--- src/rtl/brPkg.sv ---
package brPkg;

  // Pair index = condCode[3:1]; bit 0 selects the "raw" (odd) or inverted (even) member.
  localparam logic [2:0] PAIR_ALWAYS  = 3'd0;  // 0 always, 1 never
  localparam logic [2:0] PAIR_CARRY   = 3'd1;  // 2 C clear, 3 C set
  localparam logic [2:0] PAIR_ZERO    = 3'd2;  // 4 Z clear, 5 Z set
  localparam logic [2:0] PAIR_NEG     = 3'd3;  // 6 N clear, 7 N set
  localparam logic [2:0] PAIR_OVF     = 3'd4;  // 8 V clear, 9 V set
  localparam logic [2:0] PAIR_UMAG    = 3'd5;  // 10 higher, 11 lower-or-same
  localparam logic [2:0] PAIR_SLT     = 3'd6;  // 12 ge, 13 lt
  localparam logic [2:0] PAIR_SLE     = 3'd7;  // 14 gt, 15 le

  typedef struct packed {
    logic capture;  // load the result registers
    logic takeBr;   // decision for the current request
  } ctrlStrobeT;

endpackage

--- src/rtl/condEval.sv ---
module condEval
  import brPkg::*;
(
  input  logic       inValid,
  input  logic [3:0] condCode,
  input  logic       flagN,
  input  logic       flagZ,
  input  logic       flagV,
  input  logic       flagC,
  output ctrlStrobeT strobe
);

  logic signedLess;
  logic rawCond;

  assign signedLess = flagN ^ flagV;

  // Raw value is the decision of the odd member of each pair.
  always_comb begin
    unique case (condCode[3:1])
      PAIR_ALWAYS: rawCond = 1'b0;
      PAIR_CARRY:  rawCond = flagC;
      PAIR_ZERO:   rawCond = flagZ;
      PAIR_NEG:    rawCond = flagN;
      PAIR_OVF:    rawCond = flagV;
      PAIR_UMAG:   rawCond = flagC | flagZ;
      PAIR_SLT:    rawCond = signedLess;
      PAIR_SLE:    rawCond = flagZ | signedLess;
      default:     rawCond = 1'b0;
    endcase
  end

  always_comb begin
    strobe.capture = inValid;
    strobe.takeBr  = condCode[0] ? rawCond : ~rawCond;
  end

endmodule

--- src/rtl/pcDatapath.sv ---
module pcDatapath
  import brPkg::*;
#(
  parameter int PC_W  = 16,
  parameter int OFF_W = 8
) (
  input  logic             clk,
  input  logic             rstN,
  input  ctrlStrobeT       strobe,
  input  logic [PC_W-1:0]  pcSeq,
  input  logic [OFF_W-1:0] offset,
  output logic             outValid,
  output logic             taken,
  output logic [PC_W-1:0]  pcNext
);

  localparam int EXT_W = (PC_W > OFF_W) ? (PC_W - OFF_W) : 1;

  logic [PC_W-1:0] offsetExt;
  logic [PC_W-1:0] branchTarget;
  logic [PC_W-1:0] pcChosen;

  generate
    if (PC_W > OFF_W) begin : g_ext
      assign offsetExt = {{EXT_W{offset[OFF_W-1]}}, offset};
    end else begin : g_trunc
      assign offsetExt = offset[PC_W-1:0];
    end
  endgenerate

  assign branchTarget = pcSeq + offsetExt;
  assign pcChosen     = strobe.takeBr ? branchTarget : pcSeq;

  always_ff @(posedge clk) begin
    if (!rstN) begin
      outValid <= 1'b0;
      taken    <= 1'b0;
      pcNext   <= '0;
    end else begin
      outValid <= strobe.capture;
      if (strobe.capture) begin
        taken  <= strobe.takeBr;
        pcNext <= pcChosen;
      end
    end
  end

endmodule

--- src/rtl/branchDecider.sv ---
module branchDecider
  import brPkg::*;
#(
  parameter int PC_W  = 16,
  parameter int OFF_W = 8
) (
  input  logic             clk,
  input  logic             rstN,
  input  logic             inValid,
  input  logic [3:0]       condCode,
  input  logic             flagN,
  input  logic             flagZ,
  input  logic             flagV,
  input  logic             flagC,
  input  logic [PC_W-1:0]  pcSeq,
  input  logic [OFF_W-1:0] offset,
  output logic             outValid,
  output logic             taken,
  output logic [PC_W-1:0]  pcNext
);

  ctrlStrobeT strobe;

  condEval i_ctrl (
    .inValid (inValid),
    .condCode(condCode),
    .flagN   (flagN),
    .flagZ   (flagZ),
    .flagV   (flagV),
    .flagC   (flagC),
    .strobe  (strobe)
  );

  pcDatapath #(.PC_W(PC_W), .OFF_W(OFF_W)) i_dp (
    .clk     (clk),
    .rstN    (rstN),
    .strobe  (strobe),
    .pcSeq   (pcSeq),
    .offset  (offset),
    .outValid(outValid),
    .taken   (taken),
    .pcNext  (pcNext)
  );

endmodule

--- config.mk ---
export PLATFORM = sky130hd
export DESIGN_NAME = branchDecider
export DESIGN_NICKNAME = d
export VERILOG_FILES = /design/src/rtl/brPkg.sv /design/src/rtl/condEval.sv /design/src/rtl/pcDatapath.sv /design/src/rtl/branchDecider.sv
export SDC_FILE = /design/constraint.sdc
export NUM_CORES = 1
export LEC_CHECK = 0
export ABC_CLOCK_PERIOD_IN_PS = 3600
export BUFFER_PORTS_ARGS = -buffer_cell sky130_fd_sc_hd__buf_2
export CORE_AREA = 2 2 63 71
export DETAILED_ROUTE_END_ITERATION = 8
export DIE_AREA = 0 0 65 73
export HOLD_SLACK_MARGIN = 0.06
export PLACE_DENSITY = 0.62
export SYNTH_ARGS = -nofsm -noshare
export SYNTH_HDL_FRONTEND = slang
export SYNTH_SLANG_ARGS = --single-unit
export TNS_END_PERCENT = 30
--- constraint.sdc ---
create_clock -name clk -period 3.6 [get_ports clk]
set_input_delay 0 -clock clk [delete_from_list [all_inputs] [get_ports clk]]
set_output_delay 0 -clock clk [all_outputs]
set_load 0.02 [all_outputs]
After elaboration in Yosys (flattened, before gate mapping)
Index checks and enable logic that the tools add are counted.
{"block": "op_classes", "div_mod_pow": 0, "n_lt_le_gt_ge": 0, "n_reduce_logical": 1, "bitwise": 4, "add_sub_neg": 1, "n_mul": 0, "n_mux": 3, "eq_ne": 7, "n_shift": 0}
{"cell": "adder 16 bit", "n": 1}
{"cell": "2-to-1 mux 16 bit", "n": 1}
{"cell": "== test 3 bit (second input constant)", "n": 4}
{"cell": "case mux 1 bit (8 select lines)", "n": 1}
{"cell": "== test 3 x 2 -> 1 bit (second input constant)", "n": 2}
{"cell": "== test 3 x 1 -> 1 bit (second input constant)", "n": 1}
{"cell": "zero test 3 bit", "n": 1}
{"cell": "bitwise OR 1 bit", "n": 2}
{"cell": "2-to-1 mux 1 bit", "n": 1}
{"cell": "inverter 1 bit", "n": 1}
{"cell": "XOR 1 bit", "n": 1}
{"block": "word_totals", "ff_bits": 18, "in_bits": 35, "latch_bits": 0, "mem_bits_rw": 0, "out_inout_bits": 18, "mem_count": 0, "romBits": 0, "word_cells": 19}

Longest topological paths before layout
{"block": "logic_depth", "ltp_word": 6, "mapped_depth": 9, "mapped_depth_nobuf": 9}

Cells and area by module
A second synthesis with hierarchy kept.
{"block": "hier_totals", "cells_unflattened": 198, "hier_area_um2": 1620.3}
{"module": "pcDatapath", "area_each_um2": 1525.2, "instances": 1, "seq_area_each_um2": 360.3, "cells_each": 186}
{"module": "condEval", "area_each_um2": 95.1, "instances": 1, "seq_area_each_um2": 0.0, "cells_each": 12}

Worst setup path after synthesis
Ideal clock, no wire load.
{"block": "synth_path", "path_kind": "input-to-reg", "startpoint": "in offset[0]", "endpoint": "reg i_dp.pcNext[14]", "t_arrival_ns": 1.950, "slack_ns": 1.576, "path_buffers": 0, "path_stages": 9, "cell_sequence": "ha_1 fa_1 a21oi_1 o21ai_0 a21oi_1 o2111ai_1 a2111o_1 a41o_1 a31oi_1"}
{"block": "synth_between", "elab_chain_cells": 2}
{"element": "from (decl)", "line": "branchDecider.sv:16", "source": "input logic [OFF_W-1:0] offset,"}
{"element": "adder 16 bit", "line": "pcDatapath.sv:31", "source": "assign branchTarget = pcSeq + offsetExt;"}
{"element": "2-to-1 mux 16 bit", "line": "pcDatapath.sv:32", "source": "assign pcChosen = strobe.takeBr ? branchTarget : pcSeq;"}
{"element": "to (signal assigned)", "line": "pcDatapath.sv:43", "source": "pcNext <= pcChosen;"}
{"element": "to (decl)", "line": "pcDatapath.sv:14", "source": "output logic [PC_W-1:0] pcNext"}
Every way passes these cells.
A chain may end at the register's enable or synchronous reset.

Final worst setup path
{"block": "layout_path", "startpoint": "in pcSeq[8]", "endpoint": "reg i_dp.pcNext[11]"}
{"block": "layout_between", "elab_chain_cells": 2}
{"element": "from (decl)", "line": "branchDecider.sv:15", "source": "input logic [PC_W-1:0] pcSeq,"}
{"element": "adder 16 bit", "line": "pcDatapath.sv:31"}
{"element": "2-to-1 mux 16 bit", "line": "pcDatapath.sv:32"}
Every way passes these cells.

==> impl_results.md <==
* Clk pin slew, worst setup/hold paths at about 0.070 ns
* Worst setup margin at approximately 1.5 ns
* Power per cell area at around 350 mW/mm2
* Synth Warn # at 0
* Cell taking the most area after synthesis: dfxtp_1
* H-tree lvl count at 1
* Seq/Total Area, Yosys at 23.08%
* Die area at 0.004745 mm2
* Final Hold Viols at 0
* Clk buf depth at 2
* Die boundary height at around 73 um
* Vias per Instance at approximately 5.3
* CP endpoint kind: flop
* Crit start category: input pin
* Reg2Reg Depth at 2
* Core box area at roughly 0.0041 mm2
* ANT cells at 0
* Crit path kind: in2reg
* First-pass GRT wire length at around 6700 um
* Worst path required time at about 3.8 ns
* Synth top cells by count: nand2_1 (25), dfxtp_1 (18), ha_1 (15), o21ai_0 (13), a21oi_1 (12)
* Post-DRT Antenna Nets at 0
* Fin crit period at around 2.1 ns
* CTS tree: done
* Crit path from: pcSeq[8]
* Synth async-reset ratio at 0%
* # rows at 25
* RSZ-0062 raised after global routing: false
* Port bufs at 52
* Synth unique cells at 45
* Worst slew pin tran at just over 0.6 ns
* CTS sink cnt at 18
* Placer Congestion at roughly 0.84
* Status: completed
* Largest net degree at the start of global routing at 36
* Worst R2R End: i_dp.pcNext[15]
* Mapped cell area at 0.001561 mm2
* Post-placement cell area at roughly 0.0019 mm2
* Synth top area share at ~23%
* Area Overhead vs Synth at 26.60%
* Mapped Cells at about 190
* Postcts setup bufs at 0
* Ranking of synthesized cells by area: dfxtp_1 (23%), ha_1 (12%), nand2_1 (6.0%)
* Pins Over Slew Limit at 0
* Final instance area at a little under 0.002 mm2
* Fraction of layout cells with a size suffix above 1 at 27.35%
* Starting Density at 38.11%
* Detailed Routing Iterations Pass 1 at 4
* Crit path DAT at between 2 and 2.5 ns
* Worst Hold Class: in2reg
* Die width at 65 um
* WL final at roughly 3900 um
* Max-cap violations at 0
* Top Ports at between 50 and 60
* Total grt overflow at 0
* Clock root buffer: clkbuf_8
* Post-synthesis net count at 242
* Seq cells post-synth at 18
* Total leakage power at 0.9749 nW
* Antenna violations before repair at 0
* Vias in the first global route at approximately 1,600
* Final HPWL DP at about 3000 um
* Synth Area per Inst at between 8 and 9 um2
* FF-to-FF setup slack at 2.91 ns
* EDFF count, synth at 0
* Clk_lat worst skew at about 0.25 ns
* Max FO, Critical Path at 4
* 1st-iter DRT viols at 66
* Layout Nets at between 200 and 300
* VDD IR max at 299.6 uV
* DP Worst Slack at around 1.3 ns
* Top-count cell post-synth: nand2_1
* Final Setup Violations at 0
* Post-Route Setup TNS at 0 ns
* Total CTS buffers at 3
* Total number of vias at ~1,600
* Period Utilization, post-route at around 57%
* Dominant synthesized flop cell: dfxtp_1
* Final Power at roughly 0.69 mW
* Fin Clk Skew at 0 ns
* Gr usage total at between 15 and 20%
* Worst setup path end: i_dp.pcNext[11]
* Post-route DRC at 0
* Fmax at between 400 and 500 MHz
* Rel. slew slack at approximately three fifths
* Wire per inst at 13.05 um
* Post_cts resized at 0
* Worst r2r src: i_dp.pcNext[15]
## layout make-up
type	instances	area [um2]
inverter	5	18.77
sequential	18	360.3
tap	54	67.56
timing repair buffer	58	317.8
clock buffer	4	55.05
multi-input combinational	160	1157
fill	430	2121
## power by group
part,total [mW],internal (mW),leakage (nW),switching [mW]
combinational,0.288,0.124,0.797,0.164
clock,0.169,0.0973,0.0288,0.0717
sequential,0.228,0.219,0.150,0.00888
## metrics by stage
step	cells	hold slack [ns]	utilization, %
2_1_floorplan	191	0.1273	-
3_5_place_dp	290	0.2813	45.68
6_report	299	0.1078	48.24
4_1_cts	299	0.1048	48.24
5_1_grt	299	0.1391	48.24
3_3_place_gp	290	0.2793	45.68
## cell families after synthesis
| family | count (synthesis) | share of synthesized area, % |
|---|---|---|
| AOI/OAI and AO/OA | 67 | 31.41 |
| xor gates and xnor gates | 8 | 4.487 |
| adders and majority gates | 16 | 13.30 |
| buffers and inverters | 13 | 3.285 |
| DFF | 18 | 23.08 |
| muxes | 8 | 5.208 |
| and+or+nand+nor | 61 | 19.23 |
## placed cells by master, fill, tap and decap left out, types with 2 or more instances in the layout
cell type / n
buf_2: 52
nand2_1: 25
dfxtp_1: 18
ha_1: 15
o21ai_0: 13
a21oi_1: 12
nor2_1: 11
a31oi_1: 8
o211a_1: 8
mux2i_1: 7
nor2b_1: 7
inv_1: 5
o211ai_1: 5
dlygate4sd3_1: 5
xnor2_1: 4
nand3_1: 4
clkbuf_8: 4
o21a_1: 3
xor2_1: 3
nand3b_1: 2
and3_1: 2
a21o_1: 2
nand4_1: 2
nor3_1: 2
o31ai_1: 2
o311a_1: 2
## worst min-delay path by stage
| stage | cells after the start | endpoint | slack (ns) | start |
|---|---|---|---|---|
| 3_3_place_gp | 3 | i_dp.pcNext[13] | 0.28 | pcSeq[13] |
| 5_1_grt | 4 | i_dp.pcNext[0] | 0.14 | pcSeq[0] |
| 3_5_place_dp | 3 | i_dp.pcNext[9] | 0.28 | pcSeq[9] |
| 4_1_cts | 4 | i_dp.pcNext[0] | 0.10 | pcSeq[0] |
| 6_report | 4 | i_dp.pcNext[0] | 0.11 | pcSeq[0] |
| 2_1_floorplan | 1 | i_dp.outValid | 0.13 | rstN |
## state kept, by name, summed over array words and instances (netlist names)
signal / flops
i_dp.outValid: 1
i_dp.pcNext: 16
i_dp.taken: 1
## layer usage
layer	up-vias	track usage (%)	part of all wire [%]
met1	728	22.04	47
met3	5	3.241	4.0
li1	829	-	-
met2	32	31.50	48
met4	0	2.837	0.82
met5	-	0	0
## worst max-delay path, stage by stage
cell and delay (ns):
dlygate4sd3_1 0.53, buf_2 0.13, ha_1 0.21, o41a_2 0.53
o21a_1 0.20, o21a_1 0.16, o311a_1 0.36, nor2_1 0.12
## what timing repair did
| item | 4_1_cts | 5_1_grt |
|---|---|---|
| setup endpoints to repair | 0 | 0 |
| hold buffers | 5 | 0 |
| endpoints found under the hold margin | 5 | 0 |
(Power assumes the default switching activity.)
